$ cat config.mk
export PLATFORM = sky130hd
export DESIGN_NAME = tod_clock_core
export DESIGN_NICKNAME = d
export VERILOG_FILES = /design/src/rtl/tod_pkg.sv /design/src/rtl/tod_ns_norm.sv /design/src/rtl/tod_action_fsm.sv /design/src/rtl/tod_shadow.sv /design/src/rtl/tod_clock_core.sv
export SDC_FILE = /design/constraint.sdc
export NUM_CORES = 1
export LEC_CHECK = 0
export CORE_ASPECT_RATIO = 0.6
export CORE_MARGIN = 2
export CORE_UTILIZATION = 50
export DETAILED_ROUTE_END_ITERATION = 7
export GPL_ROUTABILITY_DRIVEN = 0
export GPL_TIMING_DRIVEN = 1
export PLACE_DENSITY = 0.78
export SKIP_CTS_REPAIR_TIMING = 1
export SYNTH_ARGS = -nofsm -noshare
export SYNTH_HDL_FRONTEND = slang
export SYNTH_SLANG_ARGS = --single-unit
$ cat constraint.sdc
create_clock -name clk -period 8.3 [get_ports clk]
set_clock_uncertainty 0.1 [all_clocks]
set_input_delay 0.83 -clock clk [delete_from_list [all_inputs] [get_ports clk]]
set_output_delay 0.83 -clock clk [all_outputs]
set_load 0.02 [all_outputs]
$ cat src/rtl/tod_pkg.sv
package tod_pkg;

    typedef enum logic [1:0] {
        ACT_IDLE  = 2'd0,
        ACT_SAVE  = 2'd1,
        ACT_LOAD  = 2'd2,
        ACT_DELTA = 2'd3
    } tod_act_e;

endpackage

$ cat src/rtl/tod_ns_norm.sv
module tod_ns_norm #(
    parameter int NS_W       = 30,
    parameter int SUM_W      = 32,
    parameter int NS_PER_SEC = 1_000_000_000
) (
    input  logic signed [SUM_W-1:0] sum_i,
    output logic [NS_W-1:0]         ns_o,
    output logic                    carry_o,
    output logic                    borrow_o
);
    localparam logic signed [SUM_W-1:0] ONE_SEC = SUM_W'(NS_PER_SEC);

    logic signed [SUM_W-1:0] fixed;

    always_comb begin
        carry_o  = 1'b0;
        borrow_o = 1'b0;
        fixed    = sum_i;
        if (sum_i < 0) begin
            borrow_o = 1'b1;
            fixed    = sum_i + ONE_SEC;
        end else if (sum_i >= ONE_SEC) begin
            carry_o = 1'b1;
            fixed   = sum_i - ONE_SEC;
        end
        ns_o = fixed[NS_W-1:0];
    end

endmodule

$ cat src/rtl/tod_action_fsm.sv
module tod_action_fsm
    import tod_pkg::*;
(
    input  logic       clk,
    input  logic       rst_n,
    input  logic       act_wr_i,
    input  logic [1:0] act_code_i,
    output logic [1:0] act_code_o,
    output logic       exec_save_o,
    output logic       exec_load_o,
    output logic       exec_delta_o
);
    tod_act_e state_q, state_d;

    always_comb begin
        state_d = state_q;
        unique case (state_q)
            ACT_IDLE:  if (act_wr_i) state_d = tod_act_e'(act_code_i);
            ACT_SAVE:  state_d = ACT_IDLE;
            ACT_LOAD:  state_d = ACT_IDLE;
            ACT_DELTA: state_d = ACT_IDLE;
            default:   state_d = ACT_IDLE;
        endcase
    end

    always_ff @(posedge clk) begin
        if (!rst_n) state_q <= ACT_IDLE;
        else        state_q <= state_d;
    end

    always_comb begin
        exec_save_o  = 1'b0;
        exec_load_o  = 1'b0;
        exec_delta_o = 1'b0;
        act_code_o   = state_q;
        unique case (state_q)
            ACT_IDLE:  ;
            ACT_SAVE:  exec_save_o  = 1'b1;
            ACT_LOAD:  exec_load_o  = 1'b1;
            ACT_DELTA: exec_delta_o = 1'b1;
            default:   ;
        endcase
    end

    // a pending action clears itself after one cycle
    a_r3_back_to_idle: assert property (@(posedge clk) disable iff (!rst_n)
        (state_q != ACT_IDLE) |=> (state_q == ACT_IDLE));

    // a write from idle becomes the pending code
    a_r3_accept: assert property (@(posedge clk) disable iff (!rst_n)
        (state_q == ACT_IDLE && act_wr_i) |=> (act_code_o == $past(act_code_i)));

endmodule

$ cat src/rtl/tod_shadow.sv
module tod_shadow #(
    parameter int SEC_W = 48,
    parameter int NS_W  = 30
) (
    input  logic             clk,
    input  logic             rst_n,
    input  logic             capture_i,
    input  logic [SEC_W-1:0] live_sec_i,
    input  logic [NS_W-1:0]  live_ns_i,
    input  logic             sw_wr_i,
    input  logic [SEC_W-1:0] sw_sec_i,
    input  logic [NS_W-1:0]  sw_ns_i,
    output logic [SEC_W-1:0] shd_sec_o,
    output logic [NS_W-1:0]  shd_ns_o
);
    always_ff @(posedge clk) begin
        if (!rst_n) begin
            shd_sec_o <= '0;
            shd_ns_o  <= '0;
        end else if (capture_i) begin
            shd_sec_o <= live_sec_i;
            shd_ns_o  <= live_ns_i;
        end else if (sw_wr_i) begin
            shd_sec_o <= sw_sec_i;
            shd_ns_o  <= sw_ns_i;
        end
    end

    // both words come from the same captured instant
    a_r5_capture: assert property (@(posedge clk) disable iff (!rst_n)
        capture_i |=> (shd_sec_o == $past(live_sec_i)) && (shd_ns_o == $past(live_ns_i)));

    // software write lands when no capture competes
    a_r6_sw_write: assert property (@(posedge clk) disable iff (!rst_n)
        (sw_wr_i && !capture_i) |=> (shd_sec_o == $past(sw_sec_i)) && (shd_ns_o == $past(sw_ns_i)));

endmodule

$ cat src/rtl/tod_clock_core.sv
module tod_clock_core #(
    parameter int SEC_W      = 48,
    parameter int SEC_LO_W   = 32,
    parameter int NS_W       = 30,
    parameter int TRIM_W     = 4,
    parameter int INC_NS     = 8,
    parameter int NS_PER_SEC = 1_000_000_000
) (
    input  logic                      clk,
    input  logic                      rst_n,
    input  logic [TRIM_W-1:0]         trim_i,
    input  logic                      act_wr_i,
    input  logic [1:0]                act_code_i,
    input  logic                      shd_wr_i,
    input  logic [SEC_W-SEC_LO_W-1:0] shd_sec_hi_i,
    input  logic [SEC_LO_W-1:0]       shd_sec_lo_i,
    input  logic [NS_W-1:0]           shd_ns_i,
    output logic [1:0]                act_code_o,
    output logic [SEC_W-SEC_LO_W-1:0] shd_sec_hi_o,
    output logic [SEC_LO_W-1:0]       shd_sec_lo_o,
    output logic [NS_W-1:0]           shd_ns_o,
    output logic [SEC_W-1:0]          tod_sec_o,
    output logic [NS_W-1:0]           tod_ns_o
);
    localparam int SUM_W    = NS_W + 2;
    localparam int NEG_BITS = 4;
    localparam logic signed [SUM_W-1:0] INC_S   = SUM_W'(INC_NS);
    localparam logic signed [SUM_W-1:0] HALF_NS = SUM_W'(NS_PER_SEC / 2);

    logic             exec_save, exec_load, exec_delta;
    logic [SEC_W-1:0] sec_q;
    logic [NS_W-1:0]  ns_q;
    logic [SEC_W-1:0] shd_sec;
    logic [NS_W-1:0]  shd_ns;

    tod_action_fsm u_fsm (
        .clk          (clk),
        .rst_n        (rst_n),
        .act_wr_i     (act_wr_i),
        .act_code_i   (act_code_i),
        .act_code_o   (act_code_o),
        .exec_save_o  (exec_save),
        .exec_load_o  (exec_load),
        .exec_delta_o (exec_delta)
    );

    tod_shadow #(.SEC_W(SEC_W), .NS_W(NS_W)) u_shadow (
        .clk        (clk),
        .rst_n      (rst_n),
        .capture_i  (exec_save),
        .live_sec_i (sec_q),
        .live_ns_i  (ns_q),
        .sw_wr_i    (shd_wr_i),
        .sw_sec_i   ({shd_sec_hi_i, shd_sec_lo_i}),
        .sw_ns_i    (shd_ns_i),
        .shd_sec_o  (shd_sec),
        .shd_ns_o   (shd_ns)
    );

    // Tick path: live ns + increment + trim + accepted step
    logic signed [SUM_W-1:0] trim_s, delta_s, step_s, tick_sum;
    logic                    delta_ok;
    logic [NS_W-1:0]         tick_ns;
    logic                    tick_carry, tick_borrow;

    always_comb begin
        trim_s   = SUM_W'($signed(trim_i));
        delta_s  = SUM_W'($signed(shd_ns));
        delta_ok = (delta_s > -HALF_NS) && (delta_s < HALF_NS);
        step_s   = (exec_delta && delta_ok) ? delta_s : '0;
        tick_sum = $signed(SUM_W'(ns_q)) + INC_S + trim_s + step_s;
    end

    tod_ns_norm #(.NS_W(NS_W), .SUM_W(SUM_W), .NS_PER_SEC(NS_PER_SEC)) u_tick_norm (
        .sum_i    (tick_sum),
        .ns_o     (tick_ns),
        .carry_o  (tick_carry),
        .borrow_o (tick_borrow)
    );

    // Load path: decode the negative-offset window, then normalize
    logic                    neg_code;
    logic signed [SUM_W-1:0] load_sum;
    logic [NS_W-1:0]         load_ns;
    logic                    load_carry, load_borrow;

    always_comb begin
        neg_code = &shd_ns[NS_W-1:NEG_BITS];
        if (neg_code) load_sum = SUM_W'($signed({1'b1, shd_ns[NEG_BITS-1:0]}));
        else          load_sum = $signed(SUM_W'(shd_ns));
    end

    tod_ns_norm #(.NS_W(NS_W), .SUM_W(SUM_W), .NS_PER_SEC(NS_PER_SEC)) u_load_norm (
        .sum_i    (load_sum),
        .ns_o     (load_ns),
        .carry_o  (load_carry),
        .borrow_o (load_borrow)
    );

    always_ff @(posedge clk) begin
        if (!rst_n) begin
            sec_q <= '0;
            ns_q  <= '0;
        end else if (exec_load) begin
            sec_q <= shd_sec + SEC_W'(load_carry) - SEC_W'(load_borrow);
            ns_q  <= load_ns;
        end else begin
            sec_q <= sec_q + SEC_W'(tick_carry) - SEC_W'(tick_borrow);
            ns_q  <= tick_ns;
        end
    end

    assign tod_sec_o    = sec_q;
    assign tod_ns_o     = ns_q;
    assign shd_sec_hi_o = shd_sec[SEC_W-1:SEC_LO_W];
    assign shd_sec_lo_o = shd_sec[SEC_LO_W-1:0];
    assign shd_ns_o     = shd_ns;

    // live nanoseconds stay inside one second
    a_r12_ns_range: assert property (@(posedge clk) disable iff (!rst_n)
        int'(ns_q) < NS_PER_SEC);

    // a plain tick without wrap leaves seconds alone
    a_r2_plain_tick: assert property (@(posedge clk) disable iff (!rst_n)
        (!exec_load && !exec_delta && (int'(ns_q) + INC_NS + int'($signed(trim_i)) < NS_PER_SEC))
        |=> (int'(ns_q) == $past(int'(ns_q) + INC_NS + int'($signed(trim_i)))) && $stable(sec_q));

    // an in-range load lands unchanged
    a_r7_load: assert property (@(posedge clk) disable iff (!rst_n)
        (exec_load && int'(shd_ns) < NS_PER_SEC)
        |=> (ns_q == $past(shd_ns)) && (sec_q == $past(shd_sec)));

    // an oversized step behaves as a plain tick
    a_r11_reject: assert property (@(posedge clk) disable iff (!rst_n)
        (exec_delta && !delta_ok && (int'(ns_q) + INC_NS + int'($signed(trim_i)) < NS_PER_SEC))
        |=> $stable(sec_q));

endmodule

# After elaboration in Yosys (flattened, before gate mapping)
# Index checks and enable logic that the tools add are counted.
# word_totals
register_bits	158
output_inout_bits	158
wordCells	55
# classes
addsub	11
magnitude_cmp	6
eq_ne	4
muxes	23
reduce_logical	6
# ops
op	n
$mux W30	7
$mux W48	3
$add A48 B1 Y48	2
$sub A48 B1 Y48	2
$ge A32 B31 Y1 const B	2
$lt A32 B1 Y1 const B	2
$mux W32	2
$add A30 B28 Y30 const B	2
$sub A30 B28 Y30 const B	2
$add A32 B32 Y32	1
$add A32 B4 Y32	1
$add A30 B4 Y31 const B	1
$gt A30 B30 Y1 const B	1
$lt A30 B30 Y1 const B	1
$reduce_and A26 Y1	1
$mux W1	9
$eq A2 B2 Y1 const B	2
$pmux W2 S2	1
$reduce_or A3 Y1	1
$eq A2 B1 Y1 const B	1
$logic_and A1 B1 Y1	2
$logic_not A2 Y1	1
$mux W2	1
$ne A2 B2 Y1 const B	1
$reduce_bool A2 Y1	1

# Logic depth before layout (Yosys ltp)
# logic_depth
depth_word	11
mapped_depth	40

# Hierarchy
# Synthesis repeated with hierarchy kept, for this count alone.
# hier_totals
cells_unflattened	2191
area_unflattened_um2	17501.8
# modules_own_cells
mod	n_inst	cells_each	area_each_um2	seq_area_each_um2
tod_clock_core	1	1498	11168.2	1561.5
tod_shadow	1	347	3960.0	1561.5
tod_ns_norm at u_tick_norm	1	171	1174.9	0.0
tod_ns_norm at u_load_norm	1	167	1114.8	0.0
tod_action_fsm	1	8	83.8	40.0

# Worst setup path before layout
# Ideal clock, no wire load.
# synth_path
kind	register -> register
startpoint	reg u_shadow.shd_ns_o[12]
endpoint	reg sec_q[44], in the netlist tod_sec_o[44]
setup_ns	0.120
t_arrival_ns	8.355
setup_slack_ns	-0.275
path_stages_with_launch	40
path_buffers	3
synth_period_minus_slack_ns	8.575
path_cell_list	dfxtp_1 > clkbuf_1 > nand3_1 > nor4b_1 > nand3_1 > nor4_1 > a21oi_1 > o21ai_0 > a31oi_1 > clkbuf_1 > and2_1 > fa_1 > ha_1 > inv_1 > fa_1 > nand2b_1 > a211oi_1 > o2111ai_1 > [... 4 more ...] > a221oi_2 > a21oi_2 > buf_2 > nand2_1 > ha_1 > fa_1 > a21oi_1 > o21bai_1 > a211oi_1 > nor3_1 > o21a_1 > nor3_1 > a21oi_1 > a31o_2 > a311o_1 > a21oi_1 > or4_1 > nand3_1
# synth_between
elab_chain_len	11
word_cells_on_any_way	23
# synth_rtl
element	line	source
start, declared	tod_shadow.sv:14	output logic [NS_W-1:0] shd_ns_o
start signal, assigned	tod_shadow.sv:22	shd_ns_o <= live_ns_i;
start signal, assigned	tod_shadow.sv:25	shd_ns_o <= sw_ns_i;
$gt A30 B30 Y1 / $lt A30 B30 Y1 (equally long branches)	tod_clock_core.sv:69	delta_ok = (delta_s > -HALF_NS) && (delta_s < HALF_NS);
$logic_and A1 B1 Y1	tod_clock_core.sv:69	
$logic_and A1 B1 Y1	tod_clock_core.sv:70	step_s = (exec_delta && delta_ok) ? delta_s : '0;
$mux W32	tod_clock_core.sv:70	
$add A32 B32 Y32	tod_clock_core.sv:71	tick_sum = $signed(SUM_W'(ns_q)) + INC_S + trim_s + step_s;
$ge A32 B31 Y1	tod_ns_norm.sv:22	end else if (sum_i >= ONE_SEC) begin
$mux W1	tod_ns_norm.sv:22	
$mux W1	tod_ns_norm.sv:19	if (sum_i < 0) begin
$add A48 B1 Y48	tod_clock_core.sv:108	sec_q <= sec_q + SEC_W'(tick_carry) - SEC_W'(tick_borrow);
$sub A48 B1 Y48	tod_clock_core.sv:108	
$mux W48 (*)	tod_clock_core.sv:104	end else if (exec_load) begin
end signal, assigned	tod_clock_core.sv:105	sec_q <= shd_sec + SEC_W'(load_carry) - SEC_W'(load_borrow);
end signal, assigned	tod_clock_core.sv:108	
end, declared	tod_clock_core.sv:31	logic [SEC_W-1:0] sec_q;
# Mark *: on every way between the ends. The rest lies on a longest branch, timed or not.
# A chain may end at the register's enable or synchronous reset.

# Final worst setup path
# layout_path
startpoint	reg u_shadow.shd_ns_o[12]
endpoint	reg sec_q[42], in the netlist tod_sec_o[42]
# Same word-level chain as after synthesis.

==> reports/metrics.cfg <==
[route]
wl_per_cell_um=19.8
dr.first_iter.drc_count=2000
drc_errors=0
firstDrtPassIters=7
num_vias=17968
wirelength_um=57800
ant_nets=0
avgViaCountPerCell=6.15

[timing]
finalCritPeriodShare_pct=98.8
relSlewSlack_pct=35.4
setup-violations-final=0
fmax_mhz=122
timing.final.crit_period_ns=8.20
setup_slack_ns=0.0955
tightest_slew_ns=0.969
hold_slack_ns=0.435
drv_slew=0
final_hold_viol_count=0

[synth]
synth_edf_count=0
synthCells=2212
ys_types=85
synth_area_leaders=dfxtp_1, ha_1, nand2_1, a21oi_1, nor2_1
synth_area_um2=16300
synth-seq-cells=158
yosys_warnings=0
async_flop_share_pct=0
synthesis.nets=2464
yosysTopAreaCell=dfxtp_1
seq_area_frac_synth_pct=19.4
synth-main-ff-cell=dfxtp_1
synth.avg_cell_area_um2=7.35
yosysTopAreaCellShare_pct=19.4

[worst_setup_path]
criticalPathCategory=flip-flop to flip-flop
crit_path_end_kind=flip-flop
path_max_fanout=6
cp-start-kind=flip-flop
required_ns=8.53
crit_path_max_incr_delay_ns=0.48
slowest_stage=o211ai_1
worstPathArrival_ns=8.43

[power_and_ir_drop]
leakage_nw=8.96
ir_worst_vdd_uv=177
p_per_area_nw_per_um2=390

[outcome]
outcome=finished clean

[finish]
synthToLayoutAreaGrowth_pct=26.9
final_cells=2920
drive_gt1_share_pct=9.74
final_common_cell=clkdlybuf4s50_1
nets=2734
final_cell_area_um2=20600
final_cell_mix=clkdlybuf4s50_1, nand2_1, nor2_1
filler_cell_count=2694

[floorplanning]
core_area_um2=32200
start_util_pct=50.5
dieArea_um2=34000
num_rows=51
die_height_um=144
pin_count=246
dieWidth_um=237

[placed_design]
dp_cells=2875
port_buffers=245
place_hpwl_um=43500
dpl_worst_slack_ns=-0.287
placedInstanceArea_um2=19700

[global_route]
grt_pass1_vias=16069
grt_overflow=0
grt_antenna_before_repair=1
track_usage_pct=32.6
grt_pass1_wl_um=87800
grt_max_degree=99

[clocking]
cts_inserted_buffers=17
cts_root_buf=clkbuf_16
clk_latency_ns=0.46
clk_pin_slew_ns=0.07
cts_tree=done
clock_path_buffers=2
cts.sinks=158
htree_levels=4

[run]
cap_violations=0

[worst_hold_path]
hold_path_class=flip-flop to flip-flop

==> area by class of cell <==
type / count / area [um2] / share of cell area [%]
multi-input cells: 1788 / 12400 / 60.2
repair buffers: 367 / 3380 / 16.3
flip-flops and latches: 158 / 3170 / 15.3
inverters: 150 / 571 / 2.76
well taps: 424 / 531 / 2.57
clock buffers: 22 / 464 / 2.25
clock inverters: 10 / 113 / 0.545
diodes: 1 / 2.50 / 0.0121
==> layer usage <==
| layer | track usage (%) | wire length, um |
|---|---|---|
| met5 | 0 | 0 |
| met3 | 9.64 | 6700 |
| met4 | 11.9 | 1720 |
| met2 | 45.5 | 23100 |
| met1 | 46.8 | 26300 |
==> cells by family after synthesis <==
kind of cell,Yosys count,share of synthesized area [%]
xor+xnor,164,9.04
mux,44,2.75
flops,158,19.4
simple gates,740,21.2
fa+ha+maj,164,14.2
compound gates,676,27.1
buf+inv,266,6.25
==> report_power, final <==
part / switching, W / internal, W
registers: 0.000271 / 0.000963
clock network: 0.000367 / 0.000458
logic: 0.00334 / 0.00266
total: 0.00398 / 0.00408
==> through the flow <==
step | utilization (%) | TNS, ns | total power [W]
after global routing | 64.1 | -0.437 | 0.00862
after floorplan | - | 0 | 0.00512
after CTS | 62.8 | -2.79 | 0.00772
after detailed placement | 61.0 | -1.80 | 0.00685
final | 64.1 | 0 | 0.00806
after global placement | 61.0 | -0.299 | 0.00669
==> flip-flops by register name, indices dropped and copies added (netlist names) <==
signal              count
u_shadow.shd_ns_o      30
u_shadow.shd_sec_o     48
u_fsm.act_code_o        2
tod_sec_o              48
tod_ns_o               30
==> worst paths after layout <==
path | depth (start not counted) | from | end | slack, ns
max | 37 | u_shadow.shd_ns_o[12]$_SDFFE_PN0P_ | tod_sec_o[42]$_SDFF_PN0_ | 0.1
min | 2 | tod_ns_o[0]$_SDFF_PN0_ | u_shadow.shd_ns_o[0]$_SDFFE_PN0P_ | 0.43
max reg2reg | 37 | u_shadow.shd_ns_o[12]$_SDFFE_PN0P_ | tod_sec_o[42]$_SDFF_PN0_ | 0.1
min reg2reg | 2 | tod_ns_o[0]$_SDFF_PN0_ | u_shadow.shd_ns_o[0]$_SDFFE_PN0P_ | 0.43
==> cells in the mapped netlist (8+ instances only) <==
cell type,count
nand4_1,29
xor2_1,68
nor2b_1,19
o211ai_1,62
clkbuf_1,94
or3_1,15
o21ai_0,153
xnor2_1,93
a21o_1,74
o21a_1,16
and2_1,43
dfxtp_1,158
inv_1,148
o22ai_1,12
buf_1,14
nand2_1,226
ha_1,130
nor3_1,29
o211a_1,8
nand2b_1,27
a31oi_1,15
nor2_1,220
a21oi_1,165
a211oi_1,54
a21boi_0,10
or2_2,10
and3_1,33
nand3_1,60
nor4_1,8
mux2i_1,38
fa_1,34
o21bai_1,13
==> worst max-delay path: cells and delay by family, from the launching register on <==
family          cells  cell delay, ns
flops               1            0.39
compound gates     19            3.88
fa+ha+maj           4            1.34
simple gates        9            1.53
buf+inv             3            0.48
xor+xnor            2            0.33
Note: power is estimated with default switching activity, not from simulation.
